===== config.mk =====
export PLATFORM = sky130hd
export DESIGN_NAME = fsync_gen
export DESIGN_NICKNAME = d
export VERILOG_FILES = /design/src/rtl/fsync_pkg.sv /design/src/rtl/fsync_cfg_regs.sv /design/src/rtl/fsync_src_sel.sv /design/src/rtl/fsync_chan.sv /design/src/rtl/fsync_gen.sv
export SDC_FILE = /design/constraint.sdc
export NUM_CORES = 1
export LEC_CHECK = 0
export ABC_AREA = 1
export BUFFER_PORTS_ARGS = -buffer_cell sky130_fd_sc_hd__buf_4
export CORE_ASPECT_RATIO = 0.6
export CORE_MARGIN = 5
export CORE_UTILIZATION = 55
export CTS_BUF_LIST = sky130_fd_sc_hd__clkbuf_4
export CTS_CLUSTER_DIAMETER = 50
export DETAILED_ROUTE_END_ITERATION = 7
export GPL_TIMING_DRIVEN = 0
export PLACE_DENSITY = 0.73
export SLEW_MARGIN = 5
export SYNTH_ARGS = -nofsm -noshare
export SYNTH_HDL_FRONTEND = slang
export SYNTH_SLANG_ARGS = --single-unit

===== constraint.sdc =====
create_clock -name clk -period 4.4 [get_ports clk]
set_input_delay 0.88 -clock clk [delete_from_list [all_inputs] [get_ports clk]]
set_output_delay 0.88 -clock clk [all_outputs]
set_load 0.1 [all_outputs]

===== src/rtl/fsync_pkg.sv =====
package fsync_pkg;
  localparam int FS_NUM_CH  = 2;
  localparam int FS_CNT_W   = 16;
  localparam int FS_DATA_W  = 32;
  localparam int FS_ADDR_W  = 2;
  localparam int FS_N_EXT   = 2;
  localparam int FS_SEL_W   = $clog2(FS_N_EXT);

  // control word layout
  localparam int CTL_DIV_LSB = 0;
  localparam int CTL_STB_BIT = 16;
  localparam int CTL_INV_BIT = 17;
  localparam int CTL_SEL_LSB = 18;
  localparam int CTL_OVR_BIT = CTL_SEL_LSB + FS_SEL_W;

  // word addresses: width word at 0, control of channel n at n+1
  localparam int ADDR_WIDTH_WORD = 0;
  localparam int ADDR_CTRL_BASE  = 1;
endpackage


===== src/rtl/fsync_cfg_regs.sv =====
module fsync_cfg_regs
  import fsync_pkg::*;
#(
  parameter int NUM_CH = FS_NUM_CH,
  parameter int CNT_W  = FS_CNT_W,
  parameter int DATA_W = FS_DATA_W,
  parameter int ADDR_W = FS_ADDR_W,
  parameter int SEL_W  = FS_SEL_W
) (
  input  logic                          clk,
  input  logic                          rst_n,
  input  logic                          we,
  input  logic [ADDR_W-1:0]             addr,
  input  logic [DATA_W-1:0]             wdata,
  output logic [NUM_CH-1:0][CNT_W-1:0]  div,
  output logic [NUM_CH-1:0][CNT_W-1:0]  pw,
  output logic [NUM_CH-1:0]             stb,
  output logic [NUM_CH-1:0]             inv,
  output logic [NUM_CH-1:0][SEL_W-1:0]  sel,
  output logic [NUM_CH-1:0]             ovr,
  output logic [NUM_CH-1:0]             restart
);
  localparam int PW_W = DATA_W / NUM_CH;

  logic [NUM_CH-1:0][CNT_W-1:0] div_nxt, pw_nxt;
  logic [NUM_CH-1:0]            stb_nxt, inv_nxt, ovr_nxt, restart_nxt;
  logic [NUM_CH-1:0][SEL_W-1:0] sel_nxt;

  always_comb begin
    div_nxt     = div;
    pw_nxt      = pw;
    stb_nxt     = stb;
    inv_nxt     = inv;
    sel_nxt     = sel;
    ovr_nxt     = ovr;
    restart_nxt = '0;
    if (we) begin
      for (int ch = 0; ch < NUM_CH; ch++) begin
        if (addr == ADDR_W'(ADDR_WIDTH_WORD)) begin
          pw_nxt[ch]      = wdata[ch*PW_W +: CNT_W];
          restart_nxt[ch] = 1'b1;
        end else if (addr == ADDR_W'(ADDR_CTRL_BASE + ch)) begin
          div_nxt[ch]     = wdata[CTL_DIV_LSB +: CNT_W];
          stb_nxt[ch]     = wdata[CTL_STB_BIT];
          inv_nxt[ch]     = wdata[CTL_INV_BIT];
          sel_nxt[ch]     = wdata[CTL_SEL_LSB +: SEL_W];
          ovr_nxt[ch]     = wdata[CTL_OVR_BIT];
          restart_nxt[ch] = 1'b1;
        end
      end
    end
  end

  always_ff @(posedge clk or negedge rst_n) begin
    if (!rst_n) begin
      div     <= '0;
      pw      <= '0;
      stb     <= '0;
      inv     <= '0;
      sel     <= '0;
      ovr     <= '0;
      restart <= '0;
    end else begin
      div     <= div_nxt;
      pw      <= pw_nxt;
      stb     <= stb_nxt;
      inv     <= inv_nxt;
      sel     <= sel_nxt;
      ovr     <= ovr_nxt;
      restart <= restart_nxt;
    end
  end
endmodule


===== src/rtl/fsync_src_sel.sv =====
module fsync_src_sel
  import fsync_pkg::*;
#(
  parameter int N_EXT = FS_N_EXT,
  parameter int SEL_W = FS_SEL_W
) (
  input  logic              clk,
  input  logic              rst_n,
  input  logic [N_EXT-1:0]  ext_src,
  input  logic              periph_clk,
  input  logic [SEL_W-1:0]  sel,
  input  logic              ovr,
  output logic              in_q,
  output logic              tick
);
  logic raw, in_q_nxt, in_d, in_d_nxt;

  // override has priority over the ordinary select
  always_comb begin
    raw      = ovr ? periph_clk : ext_src[sel];
    in_q_nxt = raw;
    in_d_nxt = in_q;
    tick     = in_q & ~in_d;
  end

  always_ff @(posedge clk or negedge rst_n) begin
    if (!rst_n) begin
      in_q <= 1'b0;
      in_d <= 1'b0;
    end else begin
      in_q <= in_q_nxt;
      in_d <= in_d_nxt;
    end
  end
endmodule


===== src/rtl/fsync_chan.sv =====
module fsync_chan
  import fsync_pkg::*;
#(
  parameter int CNT_W = FS_CNT_W
) (
  input  logic             clk,
  input  logic             rst_n,
  input  logic             tick,
  input  logic             in_q,
  input  logic             stb,
  input  logic             inv,
  input  logic             restart,
  input  logic [CNT_W-1:0] div,
  input  logic [CNT_W-1:0] pw,
  output logic             fs,
  output logic [CNT_W-1:0] cnt,
  output logic             pend
);
  localparam logic [CNT_W-1:0] ONE = CNT_W'(1);
  localparam logic [CNT_W-1:0] TWO = CNT_W'(2);

  logic [CNT_W-1:0] last, eff_pw, cnt_nxt;
  logic             div_ok, pend_nxt, fs_nxt;

  always_comb begin
    div_ok = (div >= TWO);
    last   = div - ONE;
    eff_pw = (pw > last) ? last : pw;
  end

  always_comb begin
    cnt_nxt  = cnt;
    pend_nxt = pend | restart;
    if (!stb) begin
      cnt_nxt  = '0;
      pend_nxt = 1'b1;
    end else if (tick) begin
      pend_nxt = 1'b0;
      if (pend || restart)  cnt_nxt = '0;
      else if (cnt >= last) cnt_nxt = '0;
      else                  cnt_nxt = cnt + ONE;
    end
    fs_nxt = stb ? (div_ok && (cnt < eff_pw)) : (in_q ^ inv);
  end

  always_ff @(posedge clk or negedge rst_n) begin
    if (!rst_n) begin
      cnt  <= '0;
      pend <= 1'b1;
      fs   <= 1'b0;
    end else begin
      cnt  <= cnt_nxt;
      pend <= pend_nxt;
      fs   <= fs_nxt;
    end
  end
endmodule


===== src/rtl/fsync_gen.sv =====
module fsync_gen
  import fsync_pkg::*;
#(
  parameter int NUM_CH = FS_NUM_CH,
  parameter int CNT_W  = FS_CNT_W,
  parameter int DATA_W = FS_DATA_W,
  parameter int ADDR_W = FS_ADDR_W,
  parameter int N_EXT  = FS_N_EXT
) (
  input  logic              clk,
  input  logic              rst_n,
  input  logic              cfg_we,
  input  logic [ADDR_W-1:0] cfg_addr,
  input  logic [DATA_W-1:0] cfg_wdata,
  input  logic [N_EXT-1:0]  ext_src,
  input  logic              periph_clk,
  output logic [NUM_CH-1:0] fs_out
);
  localparam int SEL_W = $clog2(N_EXT);

  logic [NUM_CH-1:0][CNT_W-1:0] div_w, pw_w, cnt_w;
  logic [NUM_CH-1:0][SEL_W-1:0] sel_w;
  logic [NUM_CH-1:0]            stb_w, inv_w, ovr_w, rst_req_w;
  logic [NUM_CH-1:0]            inq_w, tick_w, pend_w;

  fsync_cfg_regs #(
    .NUM_CH(NUM_CH), .CNT_W(CNT_W), .DATA_W(DATA_W), .ADDR_W(ADDR_W), .SEL_W(SEL_W)
  ) u_regs (
    .clk(clk), .rst_n(rst_n), .we(cfg_we), .addr(cfg_addr), .wdata(cfg_wdata),
    .div(div_w), .pw(pw_w), .stb(stb_w), .inv(inv_w), .sel(sel_w), .ovr(ovr_w),
    .restart(rst_req_w)
  );

  for (genvar g = 0; g < NUM_CH; g++) begin : g_ch
    fsync_src_sel #(.N_EXT(N_EXT), .SEL_W(SEL_W)) u_src (
      .clk(clk), .rst_n(rst_n), .ext_src(ext_src), .periph_clk(periph_clk),
      .sel(sel_w[g]), .ovr(ovr_w[g]), .in_q(inq_w[g]), .tick(tick_w[g])
    );

    fsync_chan #(.CNT_W(CNT_W)) u_chan (
      .clk(clk), .rst_n(rst_n), .tick(tick_w[g]), .in_q(inq_w[g]),
      .stb(stb_w[g]), .inv(inv_w[g]), .restart(rst_req_w[g]),
      .div(div_w[g]), .pw(pw_w[g]), .fs(fs_out[g]), .cnt(cnt_w[g]), .pend(pend_w[g])
    );
  end
endmodule


==> impl_metrics.csv, run 1 <==
group,metric,value,unit
outcome,status,"finished, violations left",
outcome,violations,"negative setup slack",
logic_synthesis,ys_warn_count,0,
timing,finalSetupViolCount,1,
place,dpl.hpwl,16.25,mm
critical_path,r2r-end,"g_ch[0].u_chan.fs$_DFF_PN0_",
logic_synthesis,ys_seq_area_share,35.46,%
timing,slew_headroom,45.43,%
critical_path,startpoint,"u_regs.div[3]$_DFFE_PN0P_",
route,routedWlPerCell,17.29,um
floorplanning,boundaryPins,42,
timing,fin_ws,-0.01799,ns
grt,grt_remaining_overflow,0,
critical_path,critPathCaptureType,"flop",
logic_synthesis,synthesis.nets,1123,
place,gp_congestion,0.9303,
floorplanning,rows,34,
grt,antenna_found_initial,0,
critical_path,cp.arrival,4.90,ns
timing,finalMaxSlewViolations,0,
clock_network,cts-root-buf,"clkbuf_4",
logic_synthesis,synth-main-ff-cell,"dfrtp_1",
floorplanning,core_region_area,14420,sq um
route,wl,22.58,mm
route,drt-vias-per-instance,5.600,
critical_path,r2r_slack,-0.02,ns
route,drc_errors,0,
floorplanning,die_h,103.7,um
power_and_ir_drop,power.density,406.4,nW/um^2
final_layout,drive_above_1_share,21.57,%
logic_synthesis,synthArstFlopShare,100.0,%
timing,max_freq,0.2263,GHz
logic_synthesis,synth_area_per_cell,8.126,sq um
place,port_buffers,41,
grt,grt_pass1_vias,6809,
logic_synthesis,synthTopCellsByArea,"dfrtp_1 (35%), ha_1 (14%), nand2_1 (10%), o21ai_0 (6.1%), inv_1 (5.3%)",
logic_synthesis,synth_edf_count,0,
grt,grt_usage,25.87,%
final_layout,areaGrowthSynthToFinish,19.62,%
critical_path,rr_startpoint,"u_regs.div[3]$_DFFE_PN0P_",
clock_network,cts.sinks,114,
clock_network,cts_tree,"built",
logic_synthesis,yosysTopAreaCell,"dfrtp_1",
critical_path,critPathCapture,"g_ch[0].u_chan.fs$_DFF_PN0_",
floorplanning,fp.dieArea,17240,sq um
logic_synthesis,syn_area,8053,sq um
logic_synthesis,yosysUniqueCellTypes,50,
route,dr_total_vias,7314,
critical_path,path_class,"flop to flop",
timing,worstMarginPinSlew,0.8099,ns
job,cap_viol_max_count,0,
power_and_ir_drop,p_leak,0.004574,uW
final_layout,fin_nets,1227,
floorplanning,dieWidth,166.2,um
critical_path,setup.worst_path.start_class,"flop",
final_layout,diodes,0,
clock_network,hold_buffers,0,
critical_path,critPathRequiredTime,4.88,ns
timing,post-route-period-util,100.4,%
floorplanning,start_util,55.84,%
power_and_ir_drop,ir_drop,0.0001794,V
min_path,hp-class,"primary input to async pin",
timing,hold_ws,0.2602,ns
clock_network,clock_path_buffers,2,
final_layout,utilization,66.80,%
timing,fin_crit,4.418,ns
critical_path,r2r_cells,26,
logic_synthesis,synth_top_area_share,34.80,%
timing,fin_skew,0.01825,ns
timing,grt_setup_unrepaired,"yes",
logic_synthesis,ys_seq_elements,114,
final_layout,num-fill-cells,1197,
route,ant_nets,0,
grt,grt_pass1_wl,36.16,mm
clock_network,numCtsBuffers,17,
clock_network,insertion_delay,0.54,ns
route,drtIter0Drc,815,
place,place_ws,-0.7912,ns
critical_path,path_max_fanout,5,
route,first_pass_iters,5,
clock_network,cts_max_level,4,
grt,grt_max_degree,70,
clock_network,clkTransAtPathRegs,0.11,ns
logic_synthesis,synthCells,991,
timing,hold_viol_final,0,
[through the flow]
stage / TNS (ns) / instance area [sq um] / power (uW) / cells
floorplan: 0 / 8053 / 2304 / 991
global placement: -0.9348 / 8608 / 2652 / 1230
detailed placement: -1.073 / 8640 / 2690 / 1231
CTS: -0.05712 / 9323 / 3739 / 1287
global route: -0.3090 / 9633 / 4192 / 1306
finish: -0.01799 / 9633 / 3914 / 1306
[cells in the final DEF, fill, tap and decap left out, drive strengths merged, types with 2 or more instances in the layout]
cell      Yosys  final
a2111oi       2      2
a211oi        8      8
a21boi        2      2
a21oi        30     30
a22oi         2      2
a31oi         3      3
a32o          3      3
buf           8     93
bufinv        0      4
clkbuf       15     33
clkinv        0      9
clkinvlp      0      2
dfrtp       112    112
dfstp         2      2
ha           92     92
inv         120    119
mux2         11     11
nand2       231    231
nand3        47     47
nand4        12     12
nor2         76     76
nor3         19     19
nor4          3      3
o2111ai       2      2
o211ai        3      3
o21a          2      2
o21ai       108    108
o21bai        3      3
o221ai        2      2
o22ai        15     15
o32ai         5      5
or2           6      6
xnor2         8      8
xor2         36     36
[timing repair]
item,CTS,global route
gates resized for setup,52,33
endpoints found under the setup margin,2,2
hold endpoints to repair,0,0
gates cloned,0,0
setup buffers,24,19
pin swaps,19,31
[critical path: stages (launching register included)]
cell       delay [ns]
dfrtp_2          0.44
or2_4            0.26
nor2_8           0.11
nand3_4          0.10
nor2_4           0.12
inv_2            0.07
nor4_4           0.25
xor2_2           0.15
ha_4             0.31
nand4_1          0.10
nor2_1           0.10
nand2_1          0.11
nor2_4           0.16
nand4_1          0.19
nand2_4          0.17
inv_6            0.06
buf_4            0.16
nand2_1          0.05
o21ai_0          0.09
ha_1             0.21
a21oi_2          0.17
nor2_2           0.07
a211oi_4         0.25
o221ai_2         0.14
a2111oi_2        0.24
nand2_1          0.17
nand2_1          0.09
[cell usage after synthesis, types with 2 or more instances]
cell type,n
o22ai_2,10
o21a_1,2
o21ai_1,10
a21oi_1,29
or2_4,2
inv_2,6
nor2_4,5
a22oi_1,2
buf_4,2
or2_2,3
a21boi_0,2
xnor2_1,8
mux2_2,11
dfrtp_1,112
clkbuf_1,15
buf_2,4
ha_1,92
o211ai_1,3
nor2_2,6
a211oi_1,8
nand3_2,5
nand3_1,42
nor3_1,16
nand4_1,12
nand2_1,218
o221ai_1,2
nor2_8,2
o22ai_1,5
o32ai_1,5
a2111oi_0,2
a31oi_1,3
xor2_1,36
dfstp_2,2
o21bai_1,3
nor4_1,3
inv_1,114
nor2_1,63
nand2_2,13
nor3_2,3
o21ai_0,98
a32o_1,3
[cells by family (layout without fill, tap and decap cells)]
kind of cell	Yosys count	count (layout)	share of synthesized area, %
adder cells (fa/ha/maj)	92	92	14.29
XOR/XNOR	44	44	4.786
buffers and inverters	143	260	7.054
flip-flops	114	114	35.46
multiplexers	11	11	1.538
AND/OR/NAND/NOR	395	395	22.16
AO/OA/AOI/OAI	192	192	14.71
[power breakdown]
part           switching [uW]  internal, uW
Sequential                144          1180
Combinational            1040           676
Clock                     431           444
[area by class of cell]
class	count	area, sq um	share of cell area (%)
multi-input combinational	734	4946	51.34
sequential	114	2863	29.72
timing repair buffer	85	659.4	6.845
inverter	120	462.9	4.806
tap	198	247.7	2.572
clock inverter	14	168.9	1.753
buffer	23	150.1	1.559
clock buffer	18	135.1	1.403
[state kept, by name, summed over array words and instances, names as in the netlist]
signal            count
g_ch.u_chan.cnt      32
g_ch.u_chan.fs        2
g_ch.u_chan.pend      2
g_ch.u_src.in_d       2
g_ch.u_src.in_q       2
u_regs.div           32
u_regs.inv            2
u_regs.ovr            2
u_regs.pw            32
u_regs.restart        2
u_regs.sel            2
u_regs.stb            2
[how the worst min path moves through the flow]
stage / start / end / slack, ns / cells after the start
6_report: rst_n / g_ch[1].u_chan.cnt[14]$_DFFE_PN0P_ / 0.26 / 1
5_1_grt: rst_n / g_ch[1].u_chan.cnt[14]$_DFFE_PN0P_ / 0.26 / 1
4_1_cts: rst_n / g_ch[1].u_chan.cnt[14]$_DFFE_PN0P_ / 0.25 / 1
3_5_place_dp: g_ch[0].u_src.in_q$_DFF_PN0_ / g_ch[0].u_src.in_d$_DFF_PN0_ / 0.42 / 0
3_3_place_gp: g_ch[0].u_src.in_q$_DFF_PN0_ / g_ch[0].u_src.in_d$_DFF_PN0_ / 0.42 / 0
2_1_floorplan: g_ch[0].u_src.in_q$_DFF_PN0_ / g_ch[0].u_src.in_d$_DFF_PN0_ / 0.39 / 0
[layer usage]
layer | global-route usage (%) | routed length (um) | vias up
met1 | 42.16 | 11390 | 3464
li1 | - | - | 3529
met2 | 32.74 | 8662 | 291
met5 | 0 | 0 | -
met3 | 7.461 | 2257 | 30
met4 | 6.188 | 271 | 0
No activity file was read; power rests on OpenSTA's default activity.
==> run 2, diff against run 1 <==
==> constraint.sdc (replaced) <==
create_clock -name clk -period 4.4 [get_ports clk]
set_input_delay 0.44 -clock clk [delete_from_list [all_inputs] [get_ports clk]]
set_output_delay 0.44 -clock clk [all_outputs]
set_load 0.1 [all_outputs]
==> impl_metrics.csv, run 2 (same netlist as run 1, synthesis figures left out) <==
group,metric,value,unit
critical_path,worst-path-buf-inv,7,
route,first_pass_iters,6,
critical_path,cpMostUsedCell,"nand2_1",
timing,finalMaxSlewViolations,0,
grt,grt_pass1_wl,36.17,mm
final_layout,utilization,66.87,%
route,routedWlPerCell,17.30,um
clock_network,clkTransAtPathRegs,0.11,ns
grt,grt_max_degree,70,
timing,hold_viol_final,0,
clock_network,insertion_delay,0.54,ns
power_and_ir_drop,switchingPower,1618,uW
route,dr_total_vias,7337,
critical_path,slowest_stage,"dfrtp_2",
floorplanning,boundaryPins,42,
grt,grt_busiest_layer,"met1",
route,wl,22.61,mm
power_and_ir_drop,power.density,406.3,nW/um^2
clock_network,cts_max_level,4,
grt,grtUsageMet3,7.461,%
final_layout,multiInputGateArea,4946,sq um
final_layout,regArea,2863,sq um
power_and_ir_drop,pwr-share-seq,33.8,%
route,ant_nets,0,
critical_path,critPathCaptureType,"flop",
clock_network,cts.sinks,114,
timing,finalSetupViolCount,1,
power_and_ir_drop,p_sw_share,41.30,%
place,place_ws,-0.7912,ns
critical_path,r2r_cells,29,
clock_network,cts_tree,"built",
grt,grt_remaining_overflow,0,
grt,use_met2,32.74,%
grt,grt_pass1_vias,6810,
timing,post-route-period-util,100.4,%
critical_path,path_class,"flop to flop",
floorplanning,fp.dieArea,17240,sq um
place,dpl.hpwl,16.25,mm
critical_path,r2r-end,"g_ch[0].u_chan.fs$_DFF_PN0_",
job,cap_viol_max_count,0,
power_and_ir_drop,power.share.combinational,43.8,%
route,drtIter0Drc,844,
grt,grt_usage,25.88,%
timing,worstMarginPinSlew,0.7980,ns
critical_path,cp.arrival,4.90,ns
clock_network,numCtsBuffers,17,
place,port_buffers,41,
critical_path,path_max_fanout,5,
final_layout,areaGrowthSynthToFinish,19.75,%
outcome,status,"finished, violations left",
floorplanning,die_h,103.7,um
route,drc_errors,0,
critical_path,critPathRequiredTime,4.88,ns
min_path,hp-class,"primary input to flop",
timing,slew_headroom,46.23,%
power_and_ir_drop,internal_power,2300,uW
final_layout,num-fill-cells,1196,
critical_path,setup.worst_path.start_class,"flop",
final_layout,diodes,0,
power_and_ir_drop,ir_drop,0.0001796,V
min_path,worstHoldStart,"cfg_addr[1]",
grt,grtUsageMet1,42.18,%
clock_network,clock_path_buffers,2,
grt,antenna_found_initial,0,
power_and_ir_drop,power.share.clock,22.4,%
final_layout,drive_above_1_share,21.55,%
critical_path,critPathTopFamily,"simple AND/OR/NAND/NOR gates",
place,gp_congestion,0.9303,
critical_path,slowest_delay,0.46,ns
timing,setup_tns,-0.01949,ns
route,drt-vias-per-instance,5.614,
final_layout,fin_nets,1228,
timing,fin_ws,-0.01949,ns
floorplanning,rows,34,
outcome,violations,"negative setup slack",
timing,max_freq,0.2263,GHz
min_path,whs_path_depth,2,
critical_path,rr_startpoint,"u_regs.div[1]$_DFFE_PN0P_",
final_layout,mostFrequentLayoutCells,"nand2_1 (214), inv_1 (110), dfrtp_1 (106)",
critical_path,r2r_slack,-0.02,ns
timing,fin_crit,4.419,ns
floorplanning,dieWidth,166.2,um
floorplanning,core_region_area,14420,sq um
timing,fin_skew,0.01962,ns
final_layout,final_common_cell,"nand2_1",
timing,grt_setup_unrepaired,"yes",
final_layout,top_regs,"g_ch.u_chan.cnt: 32 flops, u_regs.div: 32 flops, u_regs.pw: 32 flops",
min_path,worstHoldEndpoint,"u_regs.restart[0]$_DFF_PN0_",
power_and_ir_drop,p_leak,0.004578,uW
clock_network,cts-root-buf,"clkbuf_4",
floorplanning,start_util,55.84,%
-- run 2: changes by cell type in the layout (fill, tap and decap cells not counted) --
cell           previous run  this run
dlygate4sd3_1             0         1
-- run 2: through the flow --
stage,power (uW),cell area (sq um),hold WS (ns),cells
after floorplan,2304,8053,0.1444,991
after global placement,2652,8608,0.4218,1230
after detailed placement,2690,8640,0.4034,1231
after CTS,3740,9333,0.06225,1288
after global routing,4192,9643,0.04695,1307
final,3918,9643,0.07746,1307
-- run 2: area by class of cell --
class | instances | share of cell area, %
Buffer | 23 | 1.557
Clock buffer | 18 | 1.401
Clock inverter | 14 | 1.752
Inverter | 120 | 4.801
Multi-Input combinational cell | 734 | 51.29
Sequential cell | 114 | 29.69
Tap cell | 198 | 2.569
Timing Repair Buffer | 86 | 6.942
-- run 2: worst max path at each step --
stage / from / endpoint / slack, ns / cells past startpoint
3_3_place_gp: u_regs.div[2]$_DFFE_PN0P_ / g_ch[0].u_chan.fs$_DFF_PN0_ / -0.74 / 30
4_1_cts: u_regs.div[1]$_DFFE_PN0P_ / g_ch[0].u_chan.fs$_DFF_PN0_ / -0.06 / 29
5_1_grt: u_regs.div[3]$_DFFE_PN0P_ / g_ch[0].u_chan.fs$_DFF_PN0_ / -0.22 / 27
6_report: u_regs.div[1]$_DFFE_PN0P_ / g_ch[0].u_chan.fs$_DFF_PN0_ / -0.02 / 29
2_1_floorplan: u_regs.div[3]$_DFFE_PN0P_ / g_ch[0].u_chan.fs$_DFF_PN0_ / 0.43 / 29
3_5_place_dp: u_regs.div[2]$_DFFE_PN0P_ / g_ch[0].u_chan.fs$_DFF_PN0_ / -0.79 / 30
-- run 2: timing repair --
item / in CTS / in global routing
hold buffers: 1 / 0
pin swaps: 19 / 31
buffers inserted: 24 / 19
cloned: 0 / 0
endpoints found under the setup margin: 2 / 2
hold endpoints to repair: 45 / 0
gates resized for setup: 52 / 33
-- run 2: routing by layer --
layer / routed length [um] / up-vias
met1: 11350 / 3464
met4: 328 / 0
met5: 0 / -
met2: 8607 / 301
li1: - / 3538
met3: 2326 / 34
-- run 2: power groups by stage --
stage               Sequential [uW]  Clock, uW  Combinational, uW
floorplan                      1290          0               1020
global placement               1330          0               1320
detailed placement             1330          0               1360
CTS                            1320        883               1540
global route                   1340        937               1920
finish                         1320        876               1720
==> run 3, diff against run 2 <==
==> constraint.sdc (replaced) <==
create_clock -name clk -period 5.5 [get_ports clk]
set_input_delay 0.55 -clock clk [delete_from_list [all_inputs] [get_ports clk]]
set_output_delay 0.55 -clock clk [all_outputs]
set_load 0.1 [all_outputs]
==> impl_metrics.csv, run 3 (same netlist as run 1, synthesis figures left out) <==
group,metric,value,unit
timing,grt_setup_unrepaired,"no",
final_layout,fin_nets,1185,
clock_network,cts_max_level,4,
timing,setup_tns,0,ns
floorplanning,rows,34,
power_and_ir_drop,switchingPower,1176,uW
job,cap_viol_max_count,0,
route,drt-vias-per-instance,5.496,
floorplanning,die_h,103.7,um
final_layout,diodes,0,
route,drtIter0Drc,775,
clock_network,cts.sinks,114,
route,wl,20.68,mm
critical_path,cp.arrival,5.56,ns
route,drc_errors,0,
place,gp_congestion,0.9303,
critical_path,r2r-end,"g_ch[0].u_chan.fs$_DFF_PN0_",
power_and_ir_drop,power.share.clock,24.2,%
timing,post-route-period-util,92.65,%
timing,max_freq,0.1962,GHz
floorplanning,start_util,55.84,%
route,ant_nets,0,
min_path,worstHoldEndpoint,"u_regs.restart[0]$_DFF_PN0_",
final_layout,fin_cells,1264,
clock_network,numCtsBuffers,17,
critical_path,slowest_stage,"dfrtp_1",
min_path,worstHoldStart,"cfg_addr[1]",
route,dr_total_vias,6947,
grt,grt_pass1_wl,34.73,mm
final_layout,drive_above_1_share,14.35,%
critical_path,cpMostUsedCell,"nand2_1",
clock_network,clkTransAtPathRegs,0.11,ns
timing,finalSetupViolCount,0,
final_layout,final_common_cell,"nand2_1",
final_layout,mostFrequentLayoutCells,"nand2_1 (218), inv_1 (114), dfrtp_1 (112)",
power_and_ir_drop,p_leak,0.004320,uW
critical_path,critPathTopFamily,"simple AND/OR/NAND/NOR gates",
power_and_ir_drop,p_sw_share,40.92,%
grt,antenna_found_initial,0,
critical_path,slowest_delay,0.46,ns
final_layout,utilization,62.32,%
clock_network,postCtsSetupRepairBufs,0,
timing,finalMaxSlewViolations,0,
timing,fin_crit,5.096,ns
clock_network,insertion_delay,0.52,ns
timing,fin_skew,0.02187,ns
grt,grt_usage,24.78,%
power_and_ir_drop,power.density,319.9,nW/um^2
place,port_buffers,41,
power_and_ir_drop,ir_drop,0.0001387,V
clock_network,clock_path_buffers,2,
timing,hold_ws,0.2102,ns
critical_path,path_max_fanout,10,
grt,grt_remaining_overflow,0,
critical_path,critPathCaptureType,"flop",
power_and_ir_drop,power,2875,uW
min_path,hp-class,"primary input to flop",
timing,worstMarginPinSlew,0.8320,ns
critical_path,r2r_cells,30,
critical_path,path_class,"flop to flop",
critical_path,setup.worst_path.start_class,"flop",
floorplanning,boundaryPins,42,
critical_path,worst-path-buf-inv,4,
outcome,status,"completed",
grt,grt_max_degree,70,
place,dpl.cell_count,1231,
power_and_ir_drop,pwr-share-seq,36.6,%
final_layout,areaGrowthSynthToFinish,11.61,%
floorplanning,dieWidth,166.2,um
critical_path,r2r_slack,0.40,ns
critical_path,critPathRequiredTime,5.96,ns
power_and_ir_drop,power.share.combinational,39.2,%
critical_path,rr_startpoint,"u_regs.div[2]$_DFFE_PN0P_",
grt,grt_pass1_vias,6519,
route,first_pass_iters,5,
timing,slew_headroom,43.95,%
min_path,whs_path_depth,2,
clock_network,cts_tree,"built",
route,routedWlPerCell,16.36,um
floorplanning,core_region_area,14420,sq um
floorplanning,fp.dieArea,17240,sq um
final_layout,top_regs,"g_ch.u_chan.cnt: 32 flops, u_regs.div: 32 flops, u_regs.pw: 32 flops",
power_and_ir_drop,internal_power,1699,uW
timing,hold_viol_final,0,
place,dpl.hpwl,16.25,mm
clock_network,cts-root-buf,"clkbuf_4",
run 3: cell count changes in the layout (fill, tap and decap cells not counted), moves of 5 or more:
cell     change
ha_4         -5
nor2_1       +8
nand2_4      -5
dfrtp_1      +6
nor2_4       -8
buf_4       -42
dfrtp_2      -6
run 3: area by class of cell:
type	count	area, sq um
fillers	1306	5434
multi-input cells	734	4661
flip-flops and latches	114	2855
inverters	120	450.4
repair buffers	43	349.1
well taps	198	247.7
clock inverters	14	168.9
clock buffers	18	135.1
plain buffers	23	120.1
run 3: worst max path at each step:
| stage | start | end | slack, ns | cells past startpoint |
|---|---|---|---|---|
| after floorplan | u_regs.div[3]$_DFFE_PN0P_ | g_ch[0].u_chan.fs$_DFF_PN0_ | 1.53 | 29 |
| after global placement | u_regs.div[2]$_DFFE_PN0P_ | g_ch[0].u_chan.fs$_DFF_PN0_ | 0.36 | 30 |
| after detailed placement | u_regs.div[2]$_DFFE_PN0P_ | g_ch[0].u_chan.fs$_DFF_PN0_ | 0.31 | 30 |
| after CTS | u_regs.div[2]$_DFFE_PN0P_ | g_ch[0].u_chan.fs$_DFF_PN0_ | 0.23 | 30 |
| after global routing | u_regs.div[2]$_DFFE_PN0P_ | g_ch[0].u_chan.fs$_DFF_PN0_ | 0.003 | 30 |
| final | u_regs.div[2]$_DFFE_PN0P_ | g_ch[0].u_chan.fs$_DFF_PN0_ | 0.40 | 30 |
run 3: repair_timing:
| item | in CTS | in global routing |
|---|---|---|
| resized for setup | 0 | 8 |
| setup endpoints to repair | 0 | 1 |
| hold buffers | 1 | 0 |
| endpoints found under the hold margin | 45 | 0 |
run 3: metrics by stage:
stage                     worst slack [ns]  instance area (sq um)
final                               0.4041                   8987
after global routing              0.002912                   8987
after CTS                           0.2338                   8954
after detailed placement            0.3088                   8640
after global placement              0.3581                   8608
after floorplan                      1.532                   8053
run 3: routing by layer:
layer | up-vias | GRT usage, % | wire length, um
met4 | 0 | 5.838 | 170
met3 | 18 | 6.471 | 1869
met1 | 3254 | 41.80 | 11120
li1 | 3455 | - | -
met2 | 220 | 30.18 | 7518
met5 | - | 0 | 0
run 3: power by group through the flow:
stage          logic [uW]  clock network [uW]  registers (uW)
2_1_floorplan         814                   0            1030
3_3_place_gp         1060                   0            1060
3_5_place_dp         1090                   0            1060
4_1_cts              1100                 707            1050
5_1_grt              1290                 750            1070
6_report             1130                 696            1050
